[src/rtl/lane_steer_pkg.sv]
package lane_steer_pkg;

    typedef enum logic [1:0] {
        BK_FIXED = 2'b00,
        BK_INCR  = 2'b01,
        BK_WRAP  = 2'b10
    } burst_kind_e;

endpackage

[src/rtl/lane_window.sv]
module lane_window #(
    parameter int DATA_BYTES = 8,
    localparam int LANE_W = $clog2(DATA_BYTES)
) (
    input  logic [LANE_W-1:0]     lane_addr,
    input  logic [2:0]            size,
    output logic [DATA_BYTES-1:0] mask
);
    logic [LANE_W:0] lo_x;
    logic [LANE_W:0] nb;
    logic [LANE_W:0] base;
    logic [LANE_W:0] hi_x;

    always_comb begin
        lo_x = {1'b0, lane_addr};
        nb   = (LANE_W+1)'(1) << size;
        base = lo_x & ~(nb - (LANE_W+1)'(1));
        hi_x = base + nb;
    end

    for (genvar l = 0; l < DATA_BYTES; l++) begin : g_lane
        assign mask[l] = ((LANE_W+1)'(l) >= lo_x) && ((LANE_W+1)'(l) < hi_x);
    end
endmodule

[src/rtl/beat_addr_next.sv]
module beat_addr_next
    import lane_steer_pkg::*;
#(
    parameter int ADDR_W = 32,
    parameter int LEN_W  = 8
) (
    input  logic [ADDR_W-1:0] cur_addr,
    input  logic [2:0]        size,
    input  logic [LEN_W-1:0]  len,
    input  burst_kind_e       kind,
    output logic [ADDR_W-1:0] nxt_addr
);
    logic [ADDR_W-1:0] inc;
    logic [ADDR_W-1:0] aligned;
    logic [ADDR_W-1:0] span_m1;

    always_comb begin
        inc     = ADDR_W'(1) << size;
        aligned = cur_addr & ~(inc - ADDR_W'(1));
        span_m1 = ((ADDR_W'(len) + ADDR_W'(1)) << size) - ADDR_W'(1);
        unique case (kind)
            BK_FIXED: nxt_addr = cur_addr;
            BK_WRAP:  nxt_addr = (cur_addr & ~span_m1) | ((aligned + inc) & span_m1);
            default:  nxt_addr = aligned + inc;
        endcase
    end
endmodule

[src/rtl/lane_steer.sv]
module lane_steer
    import lane_steer_pkg::*;
#(
    parameter int DATA_BYTES = 8,
    parameter int ADDR_W     = 32,
    parameter int LEN_W      = 8
) (
    input  logic                  clk,
    input  logic                  rst_n,
    input  logic                  start_i,
    input  logic [ADDR_W-1:0]     addr_i,
    input  logic [2:0]            size_i,
    input  logic [LEN_W-1:0]      len_i,
    input  logic [1:0]            burst_i,
    input  logic                  step_i,
    output logic                  active_o,
    output logic [ADDR_W-1:0]     addr_o,
    output logic [DATA_BYTES-1:0] mask_o,
    output logic                  last_o
);
    localparam int LANE_W   = $clog2(DATA_BYTES);
    localparam int MAX_SIZE = LANE_W;

    typedef struct packed {
        logic              active;
        logic [ADDR_W-1:0] addr;
        logic [2:0]        size;
        logic [LEN_W-1:0]  len;
        logic [LEN_W-1:0]  cnt;
        burst_kind_e       kind;
    } steer_state_t;

    steer_state_t st_d, st_q;

    logic [2:0]            size_eff;
    logic                  wrap_len_ok;
    burst_kind_e           kind_in;
    logic [ADDR_W-1:0]     nxt_addr;
    logic [DATA_BYTES-1:0] mask_raw;
    logic                  at_last;

    always_comb begin
        size_eff    = (size_i > 3'(MAX_SIZE)) ? 3'(MAX_SIZE) : size_i;
        wrap_len_ok = (len_i == LEN_W'(1)) || (len_i == LEN_W'(3)) ||
                      (len_i == LEN_W'(7)) || (len_i == LEN_W'(15));
        unique case (burst_i)
            2'b00:   kind_in = BK_FIXED;
            2'b10:   kind_in = wrap_len_ok ? BK_WRAP : BK_INCR;
            default: kind_in = BK_INCR;
        endcase
    end

    beat_addr_next #(
        .ADDR_W(ADDR_W),
        .LEN_W (LEN_W)
    ) u_next (
        .cur_addr(st_q.addr),
        .size    (st_q.size),
        .len     (st_q.len),
        .kind    (st_q.kind),
        .nxt_addr(nxt_addr)
    );

    lane_window #(
        .DATA_BYTES(DATA_BYTES)
    ) u_win (
        .lane_addr(st_q.addr[LANE_W-1:0]),
        .size     (st_q.size),
        .mask     (mask_raw)
    );

    assign at_last = st_q.cnt == st_q.len;

    always_comb begin
        st_d = st_q;
        if (!st_q.active) begin
            if (start_i) begin
                st_d.active = 1'b1;
                st_d.addr   = addr_i;
                st_d.size   = size_eff;
                st_d.len    = len_i;
                st_d.cnt    = '0;
                st_d.kind   = kind_in;
            end
        end else if (step_i) begin
            if (at_last) begin
                st_d.active = 1'b0;
            end else begin
                st_d.cnt  = st_q.cnt + LEN_W'(1);
                st_d.addr = nxt_addr;
            end
        end
    end

    always_ff @(posedge clk) begin
        if (!rst_n) begin
            st_q <= '{active: 1'b0, addr: '0, size: '0, len: '0, cnt: '0, kind: BK_FIXED};
        end else begin
            st_q <= st_d;
        end
    end

    assign active_o = st_q.active;
    assign addr_o   = st_q.addr;
    assign mask_o   = st_q.active ? mask_raw : '0;
    assign last_o   = st_q.active && at_last;
endmodule

[config.mk]
export PLATFORM = sky130hd
export DESIGN_NAME = lane_steer
export DESIGN_NICKNAME = d
export VERILOG_FILES = /design/src/rtl/lane_steer_pkg.sv /design/src/rtl/lane_window.sv /design/src/rtl/beat_addr_next.sv /design/src/rtl/lane_steer.sv
export SDC_FILE = /design/constraint.sdc
export NUM_CORES = 1
export LEC_CHECK = 0
export BUFFER_PORTS_ARGS = -buffer_cell sky130_fd_sc_hd__buf_2
export CAP_MARGIN = 25
export CORE_MARGIN = 2
export CORE_UTILIZATION = 45
export DETAILED_ROUTE_END_ITERATION = 8
export GPL_TIMING_DRIVEN = 0
export PLACE_DENSITY_LB_ADDON = 0.05
export SYNTH_ARGS = -nofsm -noshare
export SYNTH_HDL_FRONTEND = slang
export SYNTH_SLANG_ARGS = --single-unit
[constraint.sdc]
create_clock -name clk -period 4.7 [get_ports clk]
set_clock_uncertainty 0.1 [all_clocks]
set_input_delay 0.235 -clock clk [delete_from_list [all_inputs] [get_ports clk]]
set_output_delay 0.235 -clock clk [all_outputs]
set_load 0.005 [all_outputs]
==> metrics.md, run 1 <==
| Metric | Value |
|---|---|
| Flop-to-flop setup slack | about 0.56 ns |
| Placement Rows | 40 |
| ANT nets after route | 0 |
| Yosys Warn Count | 0 |
| Rel. slew slack | roughly 45% |
| # resized after CTS | 0 |
| Most frequent cells in the layout | buf_2 (98), nand2_1 (84), nor2_1 (63), a21oi_1 (57), dfxtp_1 (54) |
| Post-synthesis compound-gate area fraction | 29.5% |
| Seq/Total Area, Yosys | 20.0% |
| Pre-CTS setup slack | roughly 0.61 ns |
| PortBufs | between 80 and 90 |
| Congestion Overflow GR | 0 |
| TNS Setup | 0 ns |
| Hold path cells | 3 |
| TritonCTS clock tree | done |
| Part of the cycle the worst path needs | between 80% and 90% |
| Mapped Cells | 731 |
| Peak Freq | roughly 240 MHz |
| Max-cap viol count | 0 |
| HPWL after DPL | between 10000 and 15000 um |
| # hold bufs at CTS | 0 |
| # diodes | 0 |
| Crit-path max FO | 10 |
| Synthesized Nets | 788 |
| Drt via density | 6.23 |
| Share of cells above drive strength 1 | about 22% |
| Status | complete, no violations |
| Post-Synth Adder-Cell Area | 1.99% |
| IO Count | slightly above 90 |
| TritonCTS Buffers | 5 |
| Root Driver | clkbuf_16 |
| Total track usage | between 30% and 40% |
| FF-to-FF path depth | 14 |
| DR iter-0 viols | 546 |
| Least-Margin Pin Slew | 0.827 ns |
| Synthesized area per cell | between 7 and 8 um^2 |
| CTS Buffer Depth | 2 |
| Peak VDD IR | between 200 and 250 uV |
| # nets final | about 880 |
| EDFF count, synth | 0 |
| Hold Crit Endpoint | addr_o[7] |
| Non-filler cells, final | around 980 |
| Post-route cell area | 0.00618 mm^2 |
| Type of the worst setup path | reg2reg |
| Yosys reg bits | between 50 and 60 |
| Xor/xnor share of the synthesized area | under 10% |
| Most common cell after layout, fill and taps aside | buf_2 |
| Main synth FF type | dfxtp_1 |
| Final wirelength | just under 20000 um |
| Crit path DAT | ~4.3 ns |
| DR WL/cell | roughly 20 um |
| Area Overhead vs Synth | 14.4% |
| Synth cell types | 92 |
| Dpl cell area | between 0.006 and 0.007 mm^2 |
| Ys async rst share | 0% |
| RR Endpoint | addr_o[15] |
| Mux contribution to synthesized area | 2.85% |
| Reg2Reg Launch Point | st_q[10] |
| Main combinational cell family by area after synthesis | simple AND/OR/NAND/NOR gates |
| Clk slew on worst S/H paths | roughly 0.080 ns |
| CP required | just under 5 ns |
| Die Height | ~110 um |
| Initial antenna violation count | 0 |
| RSZ-0062 raised after global routing | false |
| Die area | roughly 0.013 mm^2 |
| Cell Area, Synth | 0.00540 mm^2 |
| Clk_lat worst skew | about 0.32 ns |
| Fillers | 1214 |
| Synth Area in Simple Gates | around 30% |
| Final RePlAce weighted congestion | between 0.9 and 1 |
| Placed insts | 967 |
| # DRC | 0 |
| Fin. Hold Viols | 0 |
| Global-route wire length before repair | around 30000 um |
| Fin crit period | between 4 and 5 ns |
| CTS sink count | 54 |
| Detailed Routing Iterations Pass 1 | 5 |
| H-tree depth | 2 |
| Pleak | between 2 and 3 nW |
| Via count | 6078 |
| Vias in the first global route | 5740 |
| Startpoint type of the worst setup path | flip-flop |
| Die width | 114 um |
| Pwr dens | roughly 240 mW/mm^2 |
| Largest net degree at the start of global routing | 16 |
| Total core area | 0.0119 mm^2 |
| Post-route setup slack | 0.555 ns |
| Final core utilization | between 50% and 60% |
| Post-CTS Setup Bufs | 0 |
| CP Capture Type | flip-flop |
| Hold Startpoint | addr_i[7] |
| Setup violators final | 0 |
| Initial Util | 45.5% |
| Hold Path Class | in2reg |
| Final Slew Violations | 0 |
==> cell usage after synthesis (6+ instances only) <==
cell,instances,area (um^2)
nand3_1,34,170
and2_1,13,81.3
a22oi_1,11,82.6
a21oi_1,57,285
a32oi_1,9,78.8
buf_2,9,45.0
dfxtp_1,54,1080
a31oi_1,14,87.6
xnor2_1,18,158
nand4_1,12,75.1
a2bb2oi_1,6,52.6
inv_1,10,37.5
buf_6,7,78.8
nor2b_1,9,56.3
nand2b_1,13,81.3
or3_1,6,37.5
o21ai_0,38,190
nor3_1,14,70.1
mux2i_1,12,120
xor2_1,13,114
nor4_1,6,37.5
and3_1,16,100
o211ai_1,7,52.6
nor2_1,63,236
buf_4,38,285
ha_1,7,87.6
and4_1,7,61.3
clkbuf_1,23,86.3
nand2_1,84,315
==> registers in the layout (all words and copies together) (netlist names) <==
signal,cells
st_q,21
addr_o,32
active_o,1
==> per-stage QoR <==
step	hold WS, ns	power, mW
2_1_floorplan	0.225	0.921
3_3_place_gp	0.350	1.09
3_5_place_dp	0.350	1.10
4_1_cts	0.0237	1.50
5_1_grt	0.0549	1.59
6_report	0.0278	1.51
==> power breakdown <==
part           internal (mW)  switching [mW]  leakage, nW
sequential             0.498          0.0527        0.443
combinational          0.235           0.317         2.06
clock                  0.213           0.198       0.0739
total                  0.945           0.567         2.58
==> layout make-up <==
| cell class | count | area [um^2] | share of cell area [%] |
|---|---|---|---|
| repair buffers | 89 | 445 | 7.21 |
| inverters | 12 | 45.0 | 0.729 |
| flip-flops and latches | 54 | 1080 | 17.5 |
| clock buffers | 7 | 143 | 2.31 |
| well taps | 147 | 184 | 2.98 |
| multi-input cells | 584 | 3750 | 60.7 |
| clock inverters | 1 | 5.00 | 0.0810 |
| plain buffers | 81 | 522 | 8.45 |
==> worst max path at each step <==
stage	startpoint	to	slack (ns)	cells after the start
after CTS	st_q[10]	addr_o[15]	0.60	14
after detailed placement	st_q[10]	addr_o[15]	0.61	14
after global routing	st_q[10]	addr_o[15]	0.21	14
after global placement	st_q[10]	addr_o[15]	0.65	14
final	st_q[10]	addr_o[15]	0.56	14
after floorplan	st_q[10]	addr_o[15]	1.21	14
==> kinds of logic (layout without fill, tap and decap cells) <==
logic type / count (synthesis) / count (layout)
buffers and inverters: 93 / 190
muxes: 15 / 15
and+or+nand+nor: 306 / 306
AOI/OAI and AO/OA: 223 / 223
adders and majority gates: 8 / 8
xor gates and xnor gates: 32 / 32
DFF: 54 / 54
==> metal layers <==
metal | track usage, % | part of all wire, % | vias to the layer above | wire [um]
met4 | 12.5 | 2.7 | 0 | 516
met3 | 5.05 | 8.7 | 36 | 1690
met5 | 0 | 0 | - | 0
li1 | - | - | 2881 | -
met1 | 41.1 | 44 | 2851 | 8470
met2 | 47.5 | 45 | 310 | 8790
==> worst max-delay path: stages, from the launching register on <==
cell and delay (ns):
dfxtp_1 0.46, ha_1 0.20, buf_2 0.24, xor2_1 0.18, a221oi_1 0.30, inv_1 0.10, o21ai_0 0.38, nand3_1 0.29
or4_4 0.64, nor2_1 0.22, ha_1 0.28, a221o_1 0.30, a31oi_1 0.16, a21oi_1 0.06, a21oi_1 0.16
Note: power is estimated with default switching activity, not from simulation.
==> run 2, diff against run 1 <==
--- a/config.mk
+++ b/config.mk
@@ -7,6 +7,7 @@
 export LEC_CHECK = 0
 export BUFFER_PORTS_ARGS = -buffer_cell sky130_fd_sc_hd__buf_2
 export CAP_MARGIN = 25
+export CORE_ASPECT_RATIO = 0.75
 export CORE_MARGIN = 2
 export CORE_UTILIZATION = 45
 export DETAILED_ROUTE_END_ITERATION = 8
==> metrics.md, run 2 (synthesized netlist as in run 1, its figures left out) <==
| Metric | Value |
|---|---|
| Status | complete, no violations |
| Peak VDD IR | roughly 160 uV |
| Post-route cell area | between 0.006 and 0.007 mm^2 |
| RR Endpoint | addr_o[30] |
| Final wirelength | roughly 20000 um |
| Tot Pwr | ~1.5 mW |
| Most frequent CP cell | nand2_1 |
| Power share of the clock group | between 20 and 30% |
| Met3 Use GR | under 10% |
| Fin crit period | around 4.2 ns |
| P_int | approximately 940 uW |
| PortBufs | between 80 and 90 |
| Detailed Routing Iterations Pass 1 | 5 |
| Flop-to-flop setup slack | approximately 0.54 ns |
| Gr busiest metal | met1 |
| Initial Util | between 40% and 50% |
| Initial antenna violation count | 0 |
| Hold Startpoint | addr_i[7] |
| H-tree depth | 2 |
| Peak Freq | 240 MHz |
| Type of the worst setup path | reg2reg |
| Final Slew Violations | 0 |
| Max-cap viol count | 0 |
| # hold bufs at CTS | 0 |
| DR iter-0 viols | about 680 |
| CP Buf/Inv Count | 2 |
| Reg2Reg Launch Point | st_q[19] |
| CP max stage delay | between 0.6 and 0.7 ns |
| Hold path cells | 3 |
| Congestion Overflow GR | 0 |
| FF-to-FF path depth | 14 |
| Most frequent cells in the layout | buf_2 (98), nand2_1 (84), nor2_1 (63), a21oi_1 (57), dfxtp_1 (54) |
| Rel. slew slack | between 40% and 50% |
| Dpl cell area | a little over 0.006 mm^2 |
| Area Overhead vs Synth | 14.9% |
| Crit path DAT | 4.25 ns |
| IO Count | between 90 and 100 |
| Hold Path Class | in2reg |
| Seq pwr share | between 30% and 40% |
| Clk_lat worst skew | 0.31 ns |
| Global-route wire length before repair | ~31000 um |
| Least-Margin Pin Slew | 0.765 ns |
| CP required | roughly 4.8 ns |
| ANT nets after route | 0 |
| Fin. Hold Viols | 0 |
| Drt via density | slightly above 6 |
| Cell at the slowest stage of the critical path | a211oi_1 |
| Non-filler cells, final | 990 |
| Number of flip-flops in the largest register | 32 |
| # nets final | roughly 880 |
| Met2 Use GR | between 40% and 50% |
| Total core area | approximately 0.012 mm^2 |
| Die Height | about 100 um |
| Switching power total | between 500 and 600 uW |
| Clk slew on worst S/H paths | 0.08 ns |
| CP Cell Sequence | buf_4, nor2_1, nand2_1, inv_1, fa_1, nand2_1, a2bb2oi_1, a311oi_1, a211oi_1, and2_1, and2b_1, nand2_1, o211ai_1, o311ai_1 |
| Vias in the first global route | between 5000 and 6000 |
| Via count | just over 6000 |
| Part of the cycle the worst path needs | approximately nine tenths |
| TNS Setup | 0 ns |
| Setup violators final | 0 |
| Pre-CTS setup slack | ~0.66 ns |
| Die width | between 100 and 150 um |
| Combinational Power Share | 36.8% |
| HPWL after DPL | between 15000 and 20000 um |
| Post-route setup slack | 0.535 ns |
| # diodes | 0 |
| Crit-path max FO | 10 |
| Share of cells above drive strength 1 | a little over a fifth |
| CTS sink count | 54 |
| TritonCTS clock tree | done |
| Most common cell after layout, fill and taps aside | buf_2 |
| Die area | 0.0129 mm^2 |
| DR WL/cell | between 20 and 25 um |
| Post-CTS Setup Bufs | 0 |
| Total track usage | between 30% and 40% |
| Largest net degree at the start of global routing | 20 |
| Placement Rows | 34 |
| Pleak | between 2 and 3 nW |
| Hold Crit Endpoint | addr_o[7] |
| Final RePlAce weighted congestion | about 0.96 |
| CP Capture Type | flip-flop |
| TritonCTS Buffers | 5 |
| # resized after CTS | 0 |
| Pwr dens | 246 mW/mm^2 |
| # DRC | 0 |
| Placed insts | just under 1000 |
| Met1 GRT Util | between 40% and 50% |
| Root Driver | clkbuf_16 |
| Switching Fraction | 38.4% |
| Startpoint type of the worst setup path | flip-flop |
| CP top delay family | simple AND/OR/NAND/NOR gates |
| CTS Buffer Depth | 2 |
| RSZ-0062 raised after global routing | false |
==> run 2: power by group through the flow <==
stage | Clock [mW] | Sequential, mW | Combinational [mW]
3_5_place_dp | 0 | 0.561 | 0.546
4_1_cts | 0.416 | 0.550 | 0.549
3_3_place_gp | 0 | 0.559 | 0.540
2_1_floorplan | 0 | 0.543 | 0.378
6_report | 0.410 | 0.552 | 0.560
5_1_grt | 0.428 | 0.559 | 0.608
==> run 2: area by class of cell <==
cell class              instances  area (um^2)
fillers                      1178         5460
multi-input cells             584         3750
flip-flops and latches         54         1080
plain buffers                  81          522
repair buffers                 89          445
well taps                     162          203
clock buffers                   5          125
inverters                      12         45.0
clock inverters                 3         28.8
==> run 2: per-stage QoR <==
stage / hold WS [ns] / utilization, %
floorplan: 0.225 / -
global placement: 0.341 / 51.9
detailed placement: 0.350 / 51.9
CTS: 0.0269 / 53.2
global route: 0.0414 / 53.2
finish: 0.0323 / 53.2
==> run 2: routing by layer <==
metal	up-vias	part of all wire (%)
met4	0	0.83
met3	16	12
met1	2910	46
met2	341	42
met5	-	0
li1	2886	-
==> run 2: how the worst max path moves through the flow <==
stage                     slack (ns)          to     start  cells past startpoint
after floorplan                 1.21  addr_o[15]  st_q[10]                     14
after global placement          0.71  addr_o[28]  st_q[19]                     14
after detailed placement        0.66  addr_o[15]  st_q[10]                     14
after CTS                       0.64  addr_o[15]  st_q[10]                     14
after global routing            0.11  addr_o[22]  st_q[19]                     14
final                           0.54  addr_o[30]  st_q[19]                     14
==> run 2: worst register-to-register path: stages, from the launching register on <==
cell       delay (ns)
dfxtp_1          0.32
buf_4            0.17
nor2_1           0.44
nand2_1          0.21
inv_1            0.15
fa_1             0.33
nand2_1          0.09
a2bb2oi_1        0.29
a311oi_1         0.22
a211oi_1         0.62
and2_1           0.36
and2b_1          0.31
nand2_1          0.13
o211ai_1         0.19
o311ai_1         0.12
